===== src/rtl/nic_irq_pkg.sv =====
package nic_irq_pkg;
    localparam int NFLAG  = 6;
    localparam int DATA_W = 16;
    localparam int TMO_W  = 16;

    localparam int F_TX   = 0;
    localparam int F_RX   = 1;
    localparam int F_MEM  = 2;
    localparam int F_MISS = 3;
    localparam int F_COLL = 4;
    localparam int F_BABL = 5;

    localparam int ERR_BIT  = 7;
    localparam int STOP_BIT = 2;

    // flags allowed to reach the interrupt line
    localparam logic [NFLAG-1:0] IRQ_CAPABLE = 6'b101111;
    // flags feeding the summary error bit
    localparam logic [NFLAG-1:0] ERR_GROUP   = 6'b111100;

    typedef enum logic [1:0] {
        A_STATUS = 2'd0,
        A_MASK   = 2'd1,
        A_CTRL   = 2'd2,
        A_TMO    = 2'd3
    } reg_addr_e;

    typedef struct packed {
        logic [NFLAG-1:0] flags;
        logic [NFLAG-1:0] mask;
        logic             irq_en;
        logic             early_rx;
        logic [TMO_W-1:0] tmo_limit;
    } regs_t;
endpackage


===== src/rtl/nic_babble_det.sv =====
module nic_babble_det #(
    parameter  int LIMIT = 1519,
    localparam int CW    = $clog2(LIMIT + 1)
) (
    input  logic clk,
    input  logic rst_n,
    input  logic clr,
    input  logic tx_sof,
    input  logic tx_byte,
    output logic hit
);
    logic [CW-1:0] cnt_q, cnt_d, base;

    always_comb begin
        base  = tx_sof ? '0 : cnt_q;
        cnt_d = base;
        hit   = 1'b0;
        if (tx_byte && base != CW'(LIMIT)) begin
            cnt_d = base + 1'b1;
            hit   = (cnt_d == CW'(LIMIT));
        end
        if (clr) cnt_d = '0;
    end

    always_ff @(posedge clk or negedge rst_n) begin
        if (!rst_n) cnt_q <= '0;
        else        cnt_q <= cnt_d;
    end
endmodule


===== src/rtl/nic_gnt_watchdog.sv =====
module nic_gnt_watchdog #(
    parameter int W = 16
) (
    input  logic         clk,
    input  logic         rst_n,
    input  logic         clr,
    input  logic         bus_req,
    input  logic         bus_gnt,
    input  logic [W-1:0] limit,
    output logic         hit
);
    logic [W-1:0] cnt_q, cnt_d;
    logic         waiting;

    always_comb begin
        waiting = bus_req && !bus_gnt;
        hit     = waiting && (limit != '0) && (cnt_q == limit - W'(1));
        if (!waiting || clr)   cnt_d = '0;
        else if (cnt_q < limit) cnt_d = cnt_q + W'(1);
        else                   cnt_d = cnt_q;
    end

    always_ff @(posedge clk or negedge rst_n) begin
        if (!rst_n) cnt_q <= '0;
        else        cnt_q <= cnt_d;
    end
endmodule


===== src/rtl/nic_sat_counter.sv =====
module nic_sat_counter #(
    parameter int W = 16
) (
    input  logic         clk,
    input  logic         rst_n,
    input  logic         inc,
    output logic [W-1:0] count
);
    logic [W-1:0] count_q, count_d;

    always_comb begin
        count_d = count_q;
        if (inc && count_q != '1) count_d = count_q + W'(1);
    end

    always_ff @(posedge clk or negedge rst_n) begin
        if (!rst_n) count_q <= '0;
        else        count_q <= count_d;
    end

    assign count = count_q;
endmodule


===== src/rtl/nic_irq_status.sv =====
module nic_irq_status
    import nic_irq_pkg::*;
#(
    parameter int BABBLE_BYTES = 1519,
    parameter int CNT_W        = 16,
    parameter int TMO_RESET    = 1690
) (
    input  logic              clk,
    input  logic              rst_n,
    input  logic              soft_rst,
    input  logic              wr_en,
    input  logic [1:0]        addr,
    input  logic [DATA_W-1:0] wdata,
    output logic [DATA_W-1:0] rdata,
    input  logic              ev_coll,
    input  logic              ev_miss,
    input  logic              ev_rx_last,
    input  logic              ev_rx_first,
    input  logic              ev_tx_done,
    input  logic              tx_sof,
    input  logic              tx_byte,
    input  logic              bus_req,
    input  logic              bus_gnt,
    output logic              irq_n,
    output logic              err_any,
    output logic [CNT_W-1:0]  miss_count
);
    regs_t            st_q, st_d;
    logic             babble_hit, tmo_hit, stop_cmd, wipe;
    logic [NFLAG-1:0] set_vec, clr_vec;

    nic_babble_det #(.LIMIT(BABBLE_BYTES)) u_babble (
        .clk(clk), .rst_n(rst_n), .clr(wipe),
        .tx_sof(tx_sof), .tx_byte(tx_byte), .hit(babble_hit)
    );

    nic_gnt_watchdog #(.W(TMO_W)) u_wdog (
        .clk(clk), .rst_n(rst_n), .clr(wipe),
        .bus_req(bus_req), .bus_gnt(bus_gnt),
        .limit(st_q.tmo_limit), .hit(tmo_hit)
    );

    nic_sat_counter #(.W(CNT_W)) u_miss_cnt (
        .clk(clk), .rst_n(rst_n), .inc(ev_miss), .count(miss_count)
    );

    always_comb begin
        st_d     = st_q;
        stop_cmd = wr_en && (addr == A_CTRL) && wdata[STOP_BIT];
        wipe     = stop_cmd || soft_rst;
        clr_vec  = (wr_en && addr == A_STATUS) ? wdata[NFLAG-1:0] : '0;

        set_vec         = '0;
        set_vec[F_TX]   = ev_tx_done;
        set_vec[F_RX]   = ev_rx_last || (st_q.early_rx && ev_rx_first);
        set_vec[F_MEM]  = tmo_hit;
        set_vec[F_MISS] = ev_miss;
        set_vec[F_COLL] = ev_coll;
        set_vec[F_BABL] = babble_hit;

        st_d.flags = (st_q.flags & ~clr_vec) | set_vec;

        if (wr_en) begin
            unique case (addr)
                A_MASK:   st_d.mask = wdata[NFLAG-1:0] & IRQ_CAPABLE;
                A_CTRL: begin
                    st_d.irq_en   = wdata[0];
                    st_d.early_rx = wdata[1];
                end
                A_TMO:    st_d.tmo_limit = wdata[TMO_W-1:0];
                default:  ;
            endcase
        end

        if (wipe) st_d.flags = '0;
    end

    always_ff @(posedge clk or negedge rst_n) begin
        if (!rst_n) begin
            st_q           <= '0;
            st_q.tmo_limit <= TMO_W'(TMO_RESET);
        end else begin
            st_q <= st_d;
        end
    end

    always_comb begin
        irq_n   = ~(st_q.irq_en && |(st_q.flags & ~st_q.mask & IRQ_CAPABLE));
        err_any = |(st_q.flags & ERR_GROUP);
        rdata   = '0;
        unique case (addr)
            A_STATUS: begin
                rdata[NFLAG-1:0] = st_q.flags;
                rdata[ERR_BIT]   = err_any;
            end
            A_MASK:   rdata[NFLAG-1:0] = st_q.mask;
            A_CTRL:   rdata[1:0]       = {st_q.early_rx, st_q.irq_en};
            A_TMO:    rdata[TMO_W-1:0] = st_q.tmo_limit;
            default:  ;
        endcase
    end
endmodule


===== config.mk =====
export PLATFORM = sky130hd
export DESIGN_NAME = nic_irq_status
export DESIGN_NICKNAME = d
export VERILOG_FILES = /design/src/rtl/nic_irq_pkg.sv /design/src/rtl/nic_babble_det.sv /design/src/rtl/nic_gnt_watchdog.sv /design/src/rtl/nic_sat_counter.sv /design/src/rtl/nic_irq_status.sv
export SDC_FILE = /design/constraint.sdc
export NUM_CORES = 1
export LEC_CHECK = 0
export ABC_AREA = 1
export BUFFER_PORTS_ARGS = -buffer_cell sky130_fd_sc_hd__buf_4
export CAP_MARGIN = 20
export CORE_ASPECT_RATIO = 0.7
export CORE_UTILIZATION = 35
export DETAILED_ROUTE_END_ITERATION = 16
export PLACE_DENSITY = 0.61
export SLEW_MARGIN = 10
export SYNTH_ARGS = -nofsm -noshare
export SYNTH_HDL_FRONTEND = slang
export SYNTH_SLANG_ARGS = --single-unit

===== constraint.sdc =====
create_clock -name clk -period 2.23 [get_ports clk]
set_input_delay 0.223 -clock clk [delete_from_list [all_inputs] [get_ports clk]]
set_output_delay 0.223 -clock clk [all_outputs]
set_load 0.01 [all_outputs]

# == Yosys cells after proc, flatten, opt, wreduce, memory -nomap -nowiden ==
# Cells that the tools add are included.
# word_totals
regBits,72
in_bits,31
# classes
n_addsub,4
order_cmp,1
n_eq_ne,7
mux,13
bitwise,6
reduce_logical,23
# ops
operator,count
two-way mux 11 bit,3
"adder 16 x 1 -> 16 bit, second input constant",2
two-way mux 16 bit,2
== test 16 bit,1
< comparator 16 bit,1
"inequality test 16 bit, second input constant",1
nonzero test 16 bit,1
"subtractor 16 x 1 -> 16 bit, second input constant",1
AND 6 bit,2
two-way mux 6 bit,2
inverter 6 bit,2
one-hot mux 4 bit (3 select lines),1
"adder 11 x 1 -> 11 bit, second input constant",1
"== test 11 bit, second input constant",1
"inequality test 11 bit, second input constant",1
logical AND 1 bit,10
two-way mux 8 bit,1
one-hot mux 2 bit (4 select lines),1
OR 6 bit,1
AND reduction 2 bit,3
OR reduction 5 bit,1
"== test 2 bit, second input constant",2
OR reduction 4 bit,1
logical OR 1 bit,3
other kinds (7),9

# == Longest topological paths before layout ==
# logic_depth
ltp_word,7
ltp_mapped,14

# == By module ==
# Synthesis repeated with hierarchy kept, for this count alone.
# unflattened
hier_cells,826
hier_area_um2,5582.9
# by_module_without_submodules
mod,n_inst,cells_each,area_per_inst_um2,seq_area_each_um2
nic_gnt_watchdog,1,340,2074.5,400.4
nic_irq_status,1,199,1546.5,733.2
nic_sat_counter,1,149,1058.5,400.4
nic_babble_det,1,138,903.4,275.3

# == Worst setup path after synthesis ==
# No wires, ideal clock.
# synth_path
kind,flip-flop to flip-flop
start,register st_q[3] (netlist bit)
end,register u_wdog.cnt_q[10]
setup_ns,0.118
arrival_time_ns,1.806
required_time_ns,2.112
setup_slack_ns,0.306
stages_incl_launch_ff,12
path_cell_list,dfstp_2 -> inv_2 -> ha_1 -> nand2_1 -> o21a_1 -> o21ai_1 -> nand2_1 -> nand2_1 -> nand2_2 -> buf_6 -> nand3b_1 -> nand2_1
# synth_via
elab_chain_len,2
# synth_rtl
item,line,text
"start, declared",nic_irq_status.sv:28,"regs_t st_q, st_d;"
"start signal, assigned",nic_irq_status.sv:83,st_q <= st_d;
< comparator 16 bit,nic_gnt_watchdog.sv:19,else if (cnt_q < limit) cnt_d = cnt_q + W'(1);
nonzero test 2 bit (no line),--,
"end signal, assigned",nic_gnt_watchdog.sv:25,else cnt_q <= cnt_d;
"end, declared",nic_gnt_watchdog.sv:12,"logic [W-1:0] cnt_q, cnt_d;"
# No other way between the ends.
# A chain may end at the register's enable or synchronous reset.

# == Worst setup path in the final report ==
# layout_path
start,register st_q[7] (netlist bit)
end,register u_wdog.cnt_q[6]
# The elaborated chain is that of the path after synthesis.

==> summary.txt <==
Status: finished clean
Final Instance Count excl. Fillers: 969
VDD IR max: 0.437 mV
Die height: 103 µm
Fin. max-slew vios: 0
CTS buffer count: 9
Worst setup SP type: flip-flop
Total GRT Usage: 19.4%
Cell with the most instances after synthesis: nand2_1
Final setup viols: 0
Total number of vias: 4753
Worst path depth: 10
Hold Vio Cnt, Final: 0
Initial DRC count: 347
Period minus WS final: 2100 ps
Top-level I/O count: 65
RSZ-0062 raised after global routing: false
Synth area leader: dfrtp_1
Worst-path fanout max: 12
Setup bufs post-CTS: 0
DRT Wirelength: 13600 µm
Crit path kind: reg -> reg
CP Buf/Inv Count: 2
Hold path cells: 3
Post-synth top flop: dfrtp_1
CTS tree: built
Initial core utilization: 36.1%
Cell Pwr Density: 651 mW/mm²
CTS Sinks: 72
Slowest cell on crit path: dfstp_2
Vias in the first global route: 4281
CTS H-tree lvls: 3
Initial antenna violation count: 0
Design Area, Final: 0.00623 mm²
Placement Rows: 36
Yosys cell types: 39
Placed Cells: 952
Area delta synth->final: 23.2%
Slowest cell delay on critical path: 560 ps
Max-cap violations: 0
Async S/R FF share, synth: 100%
Synth top cells by count: 160 x nand2_1, 91 x inv_1, 66 x dfrtp_1, 55 x nand3_1, 51 x nor2_1
Clock latency on the worst-skew pair: 340 ps
Syn Nets: 745
Share of the synthesized area in the top cell type: 32.7%
Skew final: 7.42 ps
Worst EP arrival: 2310 ps
Reg clk slew, reported paths: 60 ps
Placed Area: 0.00590 mm²
DRT antenna net count: 0
Seq/Total Area, Yosys: 35.8%
Setup TNS: 0 ps
Crit path required time: 2440 ps
Avg Cell Area, Syn: 7.36 µm²
Mapped cell area: 0.00505 mm²
GR Overflow Total: 0
Cell family with most CP delay: flip-flops
R2R cell count: 10
CTS max path bufs: 2
Die width: 146 µm
Final nets: 833
Hpwl dp: 10500 µm
Mean routed wirelength per cell: 14.0 µm
Die area: 0.0149 mm²
Least-Margin Pin Slew: 439 ps
Cells after Synth: 686
Synth Warn #: 0
Global-route wire length before repair: 22500 µm
Static Leakage: 3.08 nW
Synthesized flop and latch total: 72
Clock Tree Root: clkbuf_16
Core area: 0.0140 mm²
DRC: 0
Antenna fix cells: 0
Pin count of the biggest net entering global routing: 44
Post-synth EDFFs: 0
Total chip power: 4.05 mW
Largest cells by area after synthesis: dfrtp_1 33%, nand2_1 12%, ha_1 6.9%
Slew HR: 70.7%
Ratio of cells with drive above 1 in the final layout: 20.0%
Pre-Repair DR Iteration Count: 4
Vias/cell: 4.91
Fmax: 476 MHz
Crit path capture type: flip-flop
Post-route clock period utilization: 94.1%
Hold Crit Class: in -> reg
# port buffers: 64
Placer congestion estimate: 0.898
Critical-path cell list: inv_1 -> ha_1 -> a21oi_1 -> o21a_1 -> o21ai_1 -> nand2_1 -> nand2_1 -> buf_6 -> o21ai_0 -> a21oi_1
[layout make-up]
| type | count | area, µm² |
|---|---|---|
| clock inverter | 5 | 55.1 |
| multi-input combinational | 504 | 2810 |
| inverter | 97 | 369 |
| fill | 1423 | 7780 |
| tap | 190 | 238 |
| clock buffer | 11 | 253 |
| sequential | 72 | 1810 |
| timing repair buffer | 90 | 694 |
[worst min-delay path, stage by stage]
cell and delay [ps]:
buf_4 110, inv_1 40, a21oi_1 50
[power breakdown]
part	leakage, nW	switching [mW]	internal (mW)
clock	0.148	0.564	0.923
sequential	0.918	0.161	1.46
combinational	2.02	0.536	0.409
total	3.08	1.26	2.79
[routing by layer]
metal / share of wire, % / wire length (µm) / track usage, % / vias up
li1: - / - / - / 2409
met1: 54 / 7270 / 30.2 / 2196
met2: 38 / 5210 / 26.6 / 140
met3: 7.2 / 979 / 4.38 / 8
met4: 0.71 / 96 / 4.62 / 0
met5: 0 / 0 / 0 / -
[final timing paths]
| kind | to | start | slack, ps |
|---|---|---|---|
| worst min register to register | u_miss_cnt.count[14] | u_miss_cnt.count[14] | 500 |
| worst max register to register | u_wdog.cnt_q[6] | st_q[7] | 130 |
| worst max-delay path | u_wdog.cnt_q[6] | st_q[7] | 130 |
| min in group asynchronous | u_miss_cnt.count[0] | rst_n | 370 |
| worst min-delay path | st_q[28] | ev_coll | 130 |
| max in group asynchronous | st_q[1] | rst_n | 1220 |
[through the flow]
stage	setup slack (ps)	utilization, %	hold WS [ps]
floorplan	306	-	-72.6
global placement	249	42.1	193
global route	1.10	44.4	136
detailed placement	165	42.1	194
CTS	143	44.4	120
finish	131	44.4	130
[cell families after synthesis]
group / synth area share, %
simple gates: 31.4
flops: 35.8
fa+ha+maj: 6.93
buf+inv: 8.72
compound gates: 10.5
xor+xnor: 6.59
[sequential cells by signal, indices dropped and copies added (netlist names)]
| name | count |
|---|---|
| u_miss_cnt.count | 16 |
| u_wdog.cnt_q | 16 |
| st_q | 29 |
| u_babble.cnt_q | 11 |
[what timing repair did]
action,4_1_cts,5_1_grt
gates resized for setup,0,2
endpoints found under the setup margin,0,5
hold buffers,1,0
endpoints found under the hold margin,27,0
[layout by cell type (no fill, tap or decap), types with 9 or more instances in the layout]
cell | Yosys | routed
nor2_2 | 14 | 14
o21ai_0 | 33 | 33
a21oi_1 | 43 | 43
ha_1 | 28 | 28
inv_1 | 91 | 91
nand3_1 | 55 | 55
nor2_1 | 51 | 51
xnor2_1 | 14 | 14
dfrtp_1 | 66 | 66
clkbuf_16 | 0 | 9
buf_4 | 1 | 87
o21ai_1 | 9 | 9
nand4_1 | 18 | 18
xor2_1 | 24 | 24
nor3_1 | 11 | 11
nand2_1 | 160 | 160
(Power assumes the default switching activity.)
